`src/rtl/uart_tx_pkg.sv`:
```
package uart_tx_pkg;

  localparam int UTX_BYTE_W    = 8;
  localparam int UTX_FRAME_MAX = 1 + UTX_BYTE_W + 1 + 2;
  localparam int UTX_LEN_W     = $clog2(UTX_FRAME_MAX + 1);

  // Bit 5 down to bit 0 of the line-control word.
  typedef struct packed {
    logic       par_stick;
    logic       par_even;
    logic       par_en;
    logic       stop2;
    logic [1:0] wlen_code;
  } line_ctl_t;

  function automatic logic [3:0] data_bits(line_ctl_t c);
    return 4'd5 + {2'b00, c.wlen_code};
  endfunction

  function automatic logic [UTX_BYTE_W-1:0] mask_data(logic [UTX_BYTE_W-1:0] d,
                                                      line_ctl_t c);
    logic [UTX_BYTE_W-1:0] m;
    m = '0;
    for (int i = 0; i < UTX_BYTE_W; i++)
      if (i < int'(data_bits(c))) m[i] = d[i];
    return m;
  endfunction

  function automatic logic parity_value(logic [UTX_BYTE_W-1:0] d, line_ctl_t c);
    logic x;
    x = ^mask_data(d, c);
    if (c.par_stick) return ~c.par_even;
    if (c.par_even)  return x;
    return ~x;
  endfunction

  function automatic logic [UTX_LEN_W-1:0] frame_len(line_ctl_t c);
    logic [UTX_LEN_W-1:0] n;
    n = UTX_LEN_W'(1) + UTX_LEN_W'(data_bits(c));
    if (c.par_en) n = n + UTX_LEN_W'(1);
    n = n + (c.stop2 ? UTX_LEN_W'(2) : UTX_LEN_W'(1));
    return n;
  endfunction

  // Bit 0 leaves first; unused upper positions stay 1 (stop level).
  function automatic logic [UTX_FRAME_MAX-1:0] build_frame(logic [UTX_BYTE_W-1:0] d,
                                                          line_ctl_t c);
    logic [UTX_FRAME_MAX-1:0] f;
    int n;
    n = int'(data_bits(c));
    f = '1;
    f[0] = 1'b0;
    for (int i = 0; i < UTX_BYTE_W; i++)
      if (i < n) f[1 + i] = d[i];
    if (c.par_en) f[1 + n] = parity_value(d, c);
    return f;
  endfunction

endpackage

```
`src/rtl/uart_cts_sync.sv`:
```
module uart_cts_sync #(
  parameter int STAGES = 2
) (
  input  logic clk,
  input  logic rst_n,
  input  logic async_in,
  output logic sync_out
);
  logic [STAGES-1:0] chain;

  for (genvar g = 0; g < STAGES; g++) begin : g_stage
    if (g == 0) begin : g_first
      always_ff @(posedge clk or negedge rst_n)
        if (!rst_n) chain[0] <= 1'b0;
        else        chain[0] <= async_in;
    end else begin : g_next
      always_ff @(posedge clk or negedge rst_n)
        if (!rst_n) chain[g] <= 1'b0;
        else        chain[g] <= chain[g-1];
    end
  end

  assign sync_out = chain[STAGES-1];
endmodule

```
`src/rtl/uart_bit_timer.sv`:
```
module uart_bit_timer #(
  parameter int TICKS = 16
) (
  input  logic clk,
  input  logic rst_n,
  input  logic run,
  input  logic restart,
  input  logic tick,
  output logic bit_end
);
  localparam int CNT_W = (TICKS > 1) ? $clog2(TICKS) : 1;
  localparam logic [CNT_W-1:0] LAST = CNT_W'(TICKS - 1);

  logic [CNT_W-1:0] cnt;

  assign bit_end = run && tick && (cnt == LAST);

  always_ff @(posedge clk or negedge rst_n) begin
    if (!rst_n)               cnt <= '0;
    else if (restart)         cnt <= '0;
    else if (run && tick)     cnt <= (cnt == LAST) ? '0 : cnt + CNT_W'(1);
  end
endmodule

```
`src/rtl/uart_frame_shift.sv`:
```
module uart_frame_shift #(
  parameter int FRAME_W = 12,
  parameter int LEN_W   = 4
) (
  input  logic               clk,
  input  logic               rst_n,
  input  logic               load,
  input  logic [FRAME_W-1:0] frame_in,
  input  logic [LEN_W-1:0]   len_in,
  input  logic               advance,
  output logic               line,
  output logic               busy,
  output logic [LEN_W-1:0]   bits_left
);
  logic [FRAME_W-1:0] sr;

  assign line = sr[0];

  always_ff @(posedge clk or negedge rst_n) begin
    if (!rst_n) begin
      sr        <= '1;
      busy      <= 1'b0;
      bits_left <= '0;
    end else if (load) begin
      sr        <= frame_in;
      busy      <= 1'b1;
      bits_left <= len_in;
    end else if (advance) begin
      if (bits_left == LEN_W'(1)) begin
        sr        <= '1;
        busy      <= 1'b0;
        bits_left <= '0;
      end else begin
        sr        <= {1'b1, sr[FRAME_W-1:1]};
        bits_left <= bits_left - LEN_W'(1);
      end
    end
  end
endmodule

```
`src/rtl/uart_frame_tx.sv`:
```
module uart_frame_tx
  import uart_tx_pkg::*;
#(
  parameter int TICKS_PER_BIT = 16,
  parameter int SYNC_STAGES   = 2,
  parameter int IN_DATA_W     = 16
) (
  input  logic                 clk,
  input  logic                 rst_n,
  input  logic                 tick16,
  input  logic                 en_global,
  input  logic                 en_tx,
  input  logic                 cts_flow_en,
  input  logic                 cts_in,
  input  logic [5:0]           line_ctl,
  input  logic [IN_DATA_W-1:0] in_data,
  input  logic                 in_valid,
  output logic                 in_ready,
  output logic                 tx_line,
  output logic                 busy
);
  logic                     cts_synced;
  logic                     clear_to_send;
  logic                     tx_enabled;
  logic                     accept;
  logic                     bit_end;
  logic [UTX_LEN_W-1:0]     bits_left;
  logic [UTX_BYTE_W-1:0]    byte_in;
  line_ctl_t                ctl;
  logic [UTX_FRAME_MAX-1:0] frame_word;
  logic [UTX_LEN_W-1:0]     frame_bits;

  uart_cts_sync #(.STAGES(SYNC_STAGES)) u_sync (
    .clk(clk), .rst_n(rst_n), .async_in(cts_in), .sync_out(cts_synced)
  );

  assign clear_to_send = !cts_flow_en || cts_synced;
  assign tx_enabled    = en_global && en_tx;
  assign in_ready      = tx_enabled && clear_to_send && !busy;
  assign accept        = in_valid && in_ready;

  assign byte_in    = in_data[UTX_BYTE_W-1:0];
  assign ctl        = line_ctl_t'(line_ctl);
  assign frame_word = build_frame(byte_in, ctl);
  assign frame_bits = frame_len(ctl);

  uart_bit_timer #(.TICKS(TICKS_PER_BIT)) u_timer (
    .clk(clk), .rst_n(rst_n), .run(busy), .restart(accept),
    .tick(tick16), .bit_end(bit_end)
  );

  uart_frame_shift #(.FRAME_W(UTX_FRAME_MAX), .LEN_W(UTX_LEN_W)) u_shift (
    .clk(clk), .rst_n(rst_n), .load(accept), .frame_in(frame_word),
    .len_in(frame_bits), .advance(bit_end), .line(tx_line),
    .busy(busy), .bits_left(bits_left)
  );
endmodule

```
`config.mk`:
```
export PLATFORM = sky130hd
export DESIGN_NAME = uart_frame_tx
export DESIGN_NICKNAME = d
export VERILOG_FILES = /design/src/rtl/uart_tx_pkg.sv /design/src/rtl/uart_cts_sync.sv /design/src/rtl/uart_bit_timer.sv /design/src/rtl/uart_frame_shift.sv /design/src/rtl/uart_frame_tx.sv
export SDC_FILE = /design/constraint.sdc
export NUM_CORES = 1
export LEC_CHECK = 0
export BUFFER_PORTS_ARGS = -buffer_cell sky130_fd_sc_hd__buf_2
export CAP_MARGIN = 20
export CELL_PAD_IN_SITES_DETAIL_PLACEMENT = 0
export CELL_PAD_IN_SITES_GLOBAL_PLACEMENT = 2
export CORE_UTILIZATION = 32
export CTS_CLUSTER_SIZE = 12
export DETAILED_ROUTE_END_ITERATION = 6
export GPL_TIMING_DRIVEN = 0
export PLACE_DENSITY_LB_ADDON = 0.08
export SYNTH_ARGS = -nofsm -noshare
export SYNTH_HDL_FRONTEND = slang
export SYNTH_SLANG_ARGS = --single-unit
```
`constraint.sdc`:
```
create_clock -name clk -period 2 [get_ports clk]
set_input_delay 0.1 -clock clk [delete_from_list [all_inputs] [get_ports clk]]
set_output_delay 0.1 -clock clk [all_outputs]
set_load 0.1 [all_outputs]
```
Word-level counts from Yosys, hierarchy flattened

Cells that the tools add are included.

Add/subtract/negate cells: 7
Multiply operators: 0
Div/mod/pow operators: 0
Order comparisons: 10
Equal/unequal tests: 2
Shift operators: 0
Muxes and demuxes: 52
Bitwise operators: 2
Reduce and logical (&&, ||, !) cells: 15

Operators by type and width:

| cell                                                                                 | count |
|---|---|
| 1-bit 2-to-1 mux                                                                     | 38 |
| 12-bit 2-to-1 mux                                                                    | 3 |
| 4-bit 2-to-1 mux                                                                     | 7 |
| 3-bit by 4-bit less-than comparator with 1-bit output (first input constant)         | 4 |
| 12-bit bitwise mux                                                                   | 1 |
| 11-bit 2-to-1 mux                                                                    | 1 |
| 4-bit by 1-bit adder with 4-bit output (second input constant)                       | 2 |
| 1-bit by 4-bit less-than comparator with 1-bit output (first input constant)         | 2 |
| 2-bit by 4-bit less-than comparator with 1-bit output (first input constant)         | 2 |
| 8-bit parity                                                                         | 1 |
| 1-bit logical AND                                                                    | 7 |
| 2-bit nonzero test                                                                   | 3 |
| 1-bit by 4-bit adder with 5-bit output (first input constant)                        | 1 |
| 5-bit by 1-bit greater-or-equal comparator with 1-bit output (second input constant) | 1 |
| 5-bit less-than comparator (second input constant)                                   | 1 |
| 1-bit by 4-bit adder with 4-bit output (first input constant)                        | 1 |
| 3-bit by 2-bit adder with 4-bit output (first input constant)                        | 1 |
| 4-bit by 2-bit adder with 4-bit output                                               | 1 |
| 1-bit demux with 4-bit select                                                        | 1 |
| 4-bit by 1-bit == test with 1-bit output (second input constant)                     | 1 |
| 4-bit == test (second input constant)                                                | 1 |
| 4-bit by 1-bit subtractor with 4-bit output (second input constant)                  | 1 |
| 1-bit logical NOT                                                                    | 2 |
| 2-bit 2-to-1 mux                                                                     | 1 |
| 3 further kinds                                                                      | 4 |

Register bits: 23
Latch bits: 0
Memory bits (writable): 0
Bits in read-only memories: 0
Input bits: 30
Output and inout bits: 3
Memories: 0

Longest topological paths before layout

Gate-level depths: netlist of the first run.

Word-level depth: 12
Mapped depth: 10
Gate-level depth less buffers: 10

Cells and area by module

Synthesis of the first run repeated with hierarchy kept, for this count alone.

Cell total of the unflattened synthesis: 187
Area total of the unflattened synthesis: 1,691.6 µm²

By module, submodules not included:

| module           | times used | cells an instance | area each (µm²) | seq. area each (µm²) |
|---|---|---|---|---|
| uart_frame_shift | 1          | 94                | 902.1           | 440.4 |
| uart_frame_tx    | 1          | 68                | 535.5           | 0.0 |
| uart_bit_timer   | 1          | 23                | 203.9           | 100.1 |
| uart_cts_sync    | 1          | 2                 | 50.0            | 50.0 |

Worst setup path before layout of the first run

Ideal clock, no wire load.

Kind: register to register
Start point: reg u_shift.busy
End point: reg u_shift.sr[9]
Library setup time: 0.083 ns
Arrival time: 3.942 ns
Setup slack: -2.025 ns
Cell stages (with the launch flop): 6
Path buffers: 1
Clock period less this slack: 4.025 ns
Cells stage by stage: dfrtp_1 nor3_1 nand2_1 clkbuf_1 and3_1 a41oi_1

Longest elaborated chain between the ends: 4
Elaborated cells on any way between the ends: 7
Classes of those cells: mux (1); reduce/logical (6)

Ends and longest elaborated chain:

| item                                                           | RTL line               | RTL |
|---|---|---|
| start, declared                                                | uart_frame_shift.sv:12 | `output logic busy,` |
| start signal, assigned                                         | uart_frame_shift.sv:22 | `busy <= 1'b0;` |
| start signal, assigned                                         | uart_frame_shift.sv:26 | `busy <= 1'b1;` |
| start signal, assigned                                         | uart_frame_shift.sv:31 | `busy <= 1'b0;` |
| 1-bit logical NOT *                                            | uart_frame_tx.sv:39    | `assign in_ready = tx_enabled && clear_to_send && !busy;` |
| 1-bit logical AND *                                            | uart_frame_tx.sv:39    |  |
| via in_ready                                                   | uart_frame_tx.sv:18    | `output logic in_ready,` |
| 1-bit logical AND *                                            | uart_frame_tx.sv:40    | `assign accept = in_valid && in_ready;` |
| 12-bit 2-to-1 mux / 2-bit nonzero test (equally long branches) | -                      |  |
| end signal, assigned                                           | uart_frame_shift.sv:25 | `sr <= frame_in;` |
| end signal, assigned                                           | uart_frame_shift.sv:34 | `sr <= {1'b1, sr[FRAME_W-1:1]};` |
| end, declared                                                  | uart_frame_shift.sv:15 | `logic [FRAME_W-1:0] sr;` |

The timed path passes the listed nets; every way through them passes the cells marked *.
A chain may end at the register's enable or synchronous reset.

Worst setup path after layout of the first run

Start point: in line_ctl[0]
End point: reg u_shift.bits_left[3]

Longest elaborated chain between the ends: 6

Ends and longest elaborated chain:

| item                                     | RTL line               | RTL |
|---|---|---|
| start, declared                          | uart_frame_tx.sv:15    | `input logic [5:0] line_ctl,` |
| 3-bit by 2-bit adder with 4-bit output * | uart_tx_pkg.sv:17      | `return 4'd5 + {2'b00, c.wlen_code};` |
| 1-bit by 4-bit adder with 4-bit output * | uart_tx_pkg.sv:39      | `n = UTX_LEN_W'(1) + UTX_LEN_W'(data_bits(c));` |
| 4-bit by 1-bit adder with 4-bit output   | uart_tx_pkg.sv:40      | `if (c.par_en) n = n + UTX_LEN_W'(1);` |
| 4-bit 2-to-1 mux *                       | uart_tx_pkg.sv:40      |  |
| 4-bit by 2-bit adder with 4-bit output * | uart_tx_pkg.sv:41      | `n = n + (c.stop2 ? UTX_LEN_W'(2) : UTX_LEN_W'(1));` |
| 4-bit 2-to-1 mux *                       | uart_frame_shift.sv:24 | `end else if (load) begin` |
| end signal, assigned                     | uart_frame_shift.sv:27 | `bits_left <= len_in;` |
| end signal, assigned                     | uart_frame_shift.sv:35 | `bits_left <= bits_left - LEN_W'(1);` |
| end, declared                            | uart_frame_shift.sv:13 | `output logic [LEN_W-1:0] bits_left` |

Every way passes the cells marked *; elsewhere a longest branch is shown, timed or not.

==> results of run 1 <==
[synth_stat cells]
cell type,count,area [µm²]
nand2_1,27,101
o21ai_0,16,80.1
ha_1,14,175
dfstp_2,12,315
dfrtp_1,11,275
nor3_1,11,55.1
nor2_1,10,37.5
a21oi_1,7,35.0
inv_1,7,26.3
xnor2_1,7,61.3
clkbuf_1,6,22.5
a31oi_1,5,31.3
xor2_1,5,43.8
and3_1,4,25.0
buf_2,4,20.0
nor2b_1,4,25.0
or3_1,4,25.0
a21o_1,2,15.0
and2_1,2,12.5
nand4_1,2,12.5
o31ai_1,2,15.0
a211oi_1,1,7.51
a221o_1,1,10.0
a41oi_1,1,8.76
and4_1,1,8.76
and4b_2,1,11.3
fa_1,1,20.0
nand2b_1,1,6.26
nand3_1,1,5.00
nor2_4,1,11.3
nor2b_2,1,8.76
nor3b_1,1,7.51
o211ai_1,1,7.51
o21a_1,1,7.51
o21ai_1,1,5.00
o221ai_1,1,8.76
o32ai_1,1,8.76
or2_2,1,6.26
xnor3_1,1,22.5
xor2_4,1,27.5
[registers in the layout, summed over array words and instances (netlist names)]
| signal | cells |
|---|---|
| u_sync.sync_out | 1 |
| u_shift.sr | 12 |
| u_shift.busy | 1 |
| u_sync.chain | 1 |
| u_shift.bits_left | 4 |
| u_timer.cnt | 4 |
[worst register-to-register path, cell delays in order (launching register included)]
cell and delay (ps):
dfrtp_4 440, and2_1 120, buf_2 150, and4_2 330
buf_2 260, nor2_1 60, nor3_1 180, a31oi_1 60
o31ai_1 70
[kinds of logic after synthesis]
family | after synthesis
DFF | 23
adders and majority gates | 15
buffers and inverters | 17
and+or+nand+nor | 72
AOI/OAI and AO/OA | 40
xor gates and xnor gates | 14
[repair_timing]
item                                    in CTS  in global routing
gates resized for setup                      5                  6
hold buffers                                 2                  0
buffers inserted                             0                  1
hold endpoints to repair                    12                  0
cloned                                       0                  0
pin swaps                                    0                  4
endpoints found under the setup margin       8                 10
[worst paths after layout]
path,startpoint,end,cells after the start
setup / recovery,line_ctl[0],u_shift.bits_left[3],11
hold / removal,in_data[0],u_shift.sr[1],3
setup reg to reg,u_shift.busy,u_shift.sr[5],8
hold reg to reg,u_sync.chain[0],u_sync.sync_out,0
max in group asynchronous,rst_n,u_shift.busy,2
min in group asynchronous,rst_n,u_sync.chain[0],2
[cell type report]
type	count	area [µm²]	share of cell area
Tap cell	67	83.8	0.0428
Inverter	7	26.3	0.0134
Clock buffer	4	45.0	0.0230
Multi-Input combinational cell	141	995	0.508
Sequential cell	23	594	0.304
Buffer	9	65.1	0.0332
Timing Repair Buffer	27	148	0.0754
[per-layer routing]
| layer | wire length (µm) | GRT usage | up-vias |
|---|---|---|---|
| li1 | - | - | 687 |
| met1 | 1930 | 0.228 | 646 |
| met2 | 1870 | 0.273 | 28 |
| met3 | 136 | 0.0331 | 4 |
| met4 | 36 | 0.0283 | 0 |
| met5 | 0 | 0 | - |
[where the power goes]
part / switching, mW / internal [mW]
sequential: 0.133 / 0.736
clock: 0.153 / 0.142
combinational: 0.462 / 0.315
total: 0.747 / 1.19
[stage by stage]
step | setup TNS, ps | instances | hold WS, ps
floorplan | -3080 | 181 | -196
global placement | -2030 | 272 | 105
detailed placement | -2130 | 272 | 119
CTS | 0 | 277 | 53.2
global route | 0 | 278 | 79.3
finish | 0 | 278 | 56.0
==> metrics.md, run 1 <==
| Metric | Value |
|---|---|
| Vert. Die Dim | `~73 µm` |
| TritonCTS buffer count | `3` |
| Min cycle time layout | `roughly 1900 ps` |
| Post-Syn Area | `approximately 1600 µm²` |
| RSZ-0062 raised after global routing | `false` |
| CTS tree | `built` |
| Placed instance area | `1860 µm²` |
| I/O Buffers | `24` |
| Number of global-route vias before repair | `around 1,300` |
| ANT nets after route | `0` |
| Max_cap viols | `0` |
| Period utilisation layout | `0.956` |
| Antenna violations before repair | `0` |
| Synth Area in Compound Gates | `0.149` |
| Total congestion overflow | `0` |
| Status | `completed` |
| DR pass1 iterations | `4` |
| Sequential cell area fraction in the yosys report | `0.367` |
| Post-Synthesis Cells | `181` |
| Clk_lat worst skew | `roughly 260 ps` |
| Pre-CTS WS | `-381 ps` |
| CP most frequent cell | `ha_1` |
| Initial core utilization | `0.336` |
| Gpl congestion | `0.759` |
| DRC violations left | `0` |
| Post-Syn Nets | `roughly 230` |
| Fin util | `0.409` |
| All-Layer GR Usage | `0.166` |
| Most frequent cells in the layout | `buf_2, nand2_1, o21ai_0, ha_1, dfstp_2` |
| CP cell instances | `buf_2 > inv_2 > ha_1 > xnor2_2 > ha_1 > a21oi_2 > nor2b_1 > xor2_1 > a221o_1 > o21ai_1 > o21a_1` |
| Largest net degree at the start of global routing | `24` |
| Setup crit end kind | `register` |
| Min-Delay Path Class | `in2reg` |
| Worst VDD drop | `~0.53 mV` |
| PD cells | `between 900 and 1000 nW/µm²` |
| Die area | `about 5300 µm²` |
| Ports | `33` |
| Drt first-iter violations | `60` |
| Yosys warning total | `0` |
| Synth Area in Adders | `0.121` |
| CP top delay family | `compound AO/OA/AOI/OAI gates` |
| Post-synthesis register bit count | `23` |
| Internal reg-to-reg setup slack | `between 200 and 250 ps` |
| Setup Skew | `roughly 4.6 ps` |
| Core ar. | `about 4800 µm²` |
| CP Max Fanout | `6` |
| Multiplexer share of the synthesized area | `0` |
| Fin nets | `roughly 260` |
| Syn Area/Cell | `between 8 and 9 µm²` |
| Ratio of cells with drive above 1 in the final layout | `0.299` |
| Slew HR | `0.641` |
| Clock sink count | `23` |
| WP data required | `2210 ps` |
| # fillers | `500` |
| CTS HTree Levels | `1` |
| Fin worst setup slack | `roughly 88 ps` |
| Slowest stage delay, CP | `370 ps` |
| CTS Root Cell | `clkbuf_8` |
| Global-route wire length before repair | `between 6000 and 7000 µm` |
| DPL Wire Length | `~3000 µm` |
| Via density per instance | `between 4 and 5` |
| Clock buffer depth | `2` |
| Simple-gate share of the synthesized area | `0.223` |
| Via count | `around 1,400` |
| Post-Synth XOR/XNOR Area | `0.0964` |
| Yosys cell types | `40` |
| Post-route cell area | `1960 µm²` |
| Crit start category | `input pin` |
| Final WL | `approximately 4000 µm` |
| Std-Cell Rows | `25` |
| Most common cell after layout, fill and taps aside | `buf_2` |
| Crit-path slowest cell | `a221o_1` |
| Slew Viols, Final | `0` |
| Worst-path clk slew | `about 90 ps` |
| WP data arrival | `about 2100 ps` |
| P_leak | `0.855 nW` |
| Final setup violation count | `0` |
| Tightest Pin Transition | `539 ps` |
| Area growth syn-to-layout | `21.6%` |
| Fin. Hold Viols | `0` |
| WL per Instance | `roughly 14 µm` |
| ANT cells | `0` |
| F_max | `roughly 520 MHz` |
| Critical path type | `in2reg` |
| Main combinational cell family by area after synthesis | `simple AND/OR/NAND/NOR gates` |
| Crit path buf inv count | `2` |
| DIE WIDTH | `around 73 µm` |
| Tot Pwr | `1.94 mW` |
Power figures use the tool's default switching activity.
==> run 2: changes to the inputs <==
Settings changed: ABC_AREA from default to 1, CORE_UTILIZATION 32 to 31.
==> metrics.md, run 2 <==
| Metric | Value |
|---|---|
| TritonCTS buffer count | `3` |
| P_sw | `~0.70 mW` |
| Internal reg-to-reg setup slack | `about 430 ps` |
| Yosys warning total | `0` |
| Max reg flops | `12` |
| R2r endpoint | `u_shift.bits_left[2]` |
| Commonest cells post-synth | `nand2_1, inv_1, o21ai_0` |
| Final WL | `3670 µm` |
| CTS tree | `built` |
| RR Startpoint | `u_shift.busy` |
| CTS Root Cell | `clkbuf_8` |
| Slew HR | `0.655` |
| Post-Synthesis Cells | `234` |
| DPL Wire Length | `approximately 2900 µm` |
| Setup crit end kind | `register` |
| Post-synth EDFFs | `0` |
| Syn Area/Cell | `7.25 µm²` |
| Hold_sp | `in_data[1]` |
| Setup Skew | `~4.3 ps` |
| Ratio of cells with drive above 1 in the final layout | `0.209` |
| Post-synthesis register bit count | `23` |
| Logic pwr share | `0.379` |
| WP data arrival | `roughly 2000 ps` |
| Global-route wire length before repair | `~6400 µm` |
| Area growth syn-to-layout | `16.8%` |
| CP Max Fanout | `6` |
| PD cells | `roughly 930 nW/µm²` |
| Cts hold-fix bufs | `2` |
| DIE WIDTH | `approximately 76 µm` |
| CTS HTree Levels | `1` |
| Largest regs | `u_shift.sr: 12 flops, u_shift.bits_left: 4 flops, u_timer.cnt: 4 flops` |
| Critical path type | `in2reg` |
| Hold EP | `u_shift.sr[2]` |
| Post-Syn Area | `1700 µm²` |
| Largest Register | `u_shift.sr` |
| Initial core utilization | `0.328` |
| F_max | `around 560 MHz` |
| Post-route cell area | `roughly 2000 µm²` |
| Period utilisation layout | `0.889` |
| Die area | `about 5800 µm²` |
| Number of global-route vias before repair | `around 1,400` |
| Fin nets | `approximately 310` |
| WL per Instance | `approximately 11 µm` |
| Slew Viols, Final | `0` |
| Post-CTS Setup Repair Bufs | `0` |
| Async set or reset register ratio after synthesis | `1.00` |
| Fin Setup TNS | `0 ps` |
| Most frequent cell after synthesis | `nand2_1` |
| RSZ-0062 raised after global routing | `false` |
| Max_cap viols | `0` |
| Worst-path clk slew | `about 80 ps` |
| Final setup violation count | `0` |
| Clk_lat worst skew | `260 ps` |
| Min-Delay Path Class | `in2reg` |
| Top FF cell, synth | `dfstp_2` |
| Most common cell after layout, fill and taps aside | `nand2_1` |
| Antenna violations before repair | `0` |
| Largest net degree at the start of global routing | `24` |
| Cell taking the most area after synthesis | `dfstp_2` |
| P_leak | `1.07 nW` |
| Pint | `1.14 mW` |
| Std-Cell Rows | `26` |
| Sequential power share | `0.464` |
| Core ar. | `around 5200 µm²` |
| Pre-CTS WS | `-66.1 ps` |
| WP data required | `between 2000 and 2500 ps` |
| Gpl congestion | `~0.68` |
| Min-Delay Path Depth | `3` |
| Drt first-iter violations | `roughly 110` |
| Post-CTS resize count | `0` |
| Clock sink count | `23` |
| Worst VDD drop | `roughly 0.52 mV` |
| I/O Buffers | `23` |
| Via count | `1,435` |
| Fin worst setup slack | `roughly 220 ps` |
| Cells on worst reg2reg path | `6` |
| Placed Cells | `roughly 330` |
| Crit start category | `input pin` |
| Ports | `33` |
| Status | `completed` |
| Min cycle time layout | `~1800 ps` |
| DR pass1 iterations | `4` |
| Vert. Die Dim | `76.0 µm` |
| Crit path launch | `line_ctl[0]` |
| Yosys cell types | `25` |
| Post-Syn Nets | `about 280` |
| Area contributors post-synth | `dfstp_2, dfrtp_1, nand2_1` |
| Clock buffer depth | `2` |
| Most frequent cells in the layout | `nand2_1, inv_1, buf_2, o21ai_0` |
| Clk network pwr share | `0.157` |
| ANT cells | `0` |
| DRC violations left | `0` |
| Via density per instance | `around 4.3` |
| All-Layer GR Usage | `0.135` |
| Share of the synthesized area in the top cell type | `0.186` |
| # fillers | `566` |
| Fin util | `0.383` |
| Sw Ratio | `0.380` |
| Tightest Pin Transition | `518 ps` |
| ANT nets after route | `0` |
| Placed instance area | `between 1500 and 2000 µm²` |
| Fin. Hold Viols | `0` |
| Sequential cell area fraction in the yosys report | `0.348` |
| Layout Cells excl Fill | `333` |
| Total congestion overflow | `0` |
run 2: cell count changes in the layout (fill, tap and decap cells not counted), sizes merged, moves of 3 or more:
cell    previous run  this run
xnor2              7         0
a21oi              7        10
nor3              11         1
clkbuf             8         4
o22ai              0         3
nor2              11        15
inv                7        40
nand3              1        11
or3                4         0
a31oi              5         1
nand2             27        76
nor2b              5         0
and3               4         0
run 2: worst max-delay path, cell delays in order:
cell and delay (ps):
buf_2 140, inv_1 110, ha_1 320, xor2_1 200, fa_1 420, or2_2 300
a21oi_1 200, a211oi_2 50, a21oi_1 120
run 2: area by class of cell:
| cell class | instances | area, µm² | share of cell area |
|---|---|---|---|
| multi-input combinational | 166 | 923 | 0.466 |
| clock buffer | 4 | 45.0 | 0.0228 |
| sequential | 23 | 594 | 0.300 |
| buffer | 5 | 43.8 | 0.0221 |
| timing repair buffer | 25 | 135 | 0.0683 |
| tap | 70 | 87.6 | 0.0442 |
| inverter | 40 | 150 | 0.0759 |
run 2: through the flow:
step	total power [mW]	hold slack, ps
2_1_floorplan	1.40	-196
4_1_cts	1.87	172
6_report	1.84	176
5_1_grt	2.01	190
3_5_place_dp	1.57	107
3_3_place_gp	1.57	99.9
run 2: logic make-up (layout without fill, tap and decap cells):
logic type                 Yosys count  in the layout  share of synthesized area
and+or+nand+nor                    108            108                      0.264
buffers and inverters               45             74                      0.113
AOI/OAI and AO/OA                   37             37                      0.128
DFF                                 23             23                      0.348
adders and majority gates           15             15                      0.115
xor gates and xnor gates             6              6                     0.0310
run 2: layer usage:
layer | GRT usage | share of wire | wire (µm)
met2 | 0.215 | 0.46 | 1700
met4 | 0.0231 | 0.0030 | 11
met5 | 0 | 0 | 0
met1 | 0.199 | 0.50 | 1850
met3 | 0.0169 | 0.031 | 112
run 2: power groups by stage:
stage	registers [mW]	logic [mW]	clock network, mW
6_report	0.856	0.699	0.289
5_1_grt	0.888	0.805	0.317
4_1_cts	0.858	0.713	0.298
3_5_place_dp	0.864	0.706	0
3_3_place_gp	0.865	0.707	0
2_1_floorplan	0.938	0.463	0
run 2: how the worst max path moves through the flow:
stage	endpoint	slack (ps)	depth (start not counted)
4_1_cts	u_shift.bits_left[2]	210	9
2_1_floorplan	u_shift.bits_left[1]	-390	5
3_3_place_gp	u_shift.bits_left[2]	-40	9
3_5_place_dp	u_shift.bits_left[2]	-70	9
6_report	u_shift.bits_left[2]	220	9
5_1_grt	u_shift.bits_left[2]	7	9
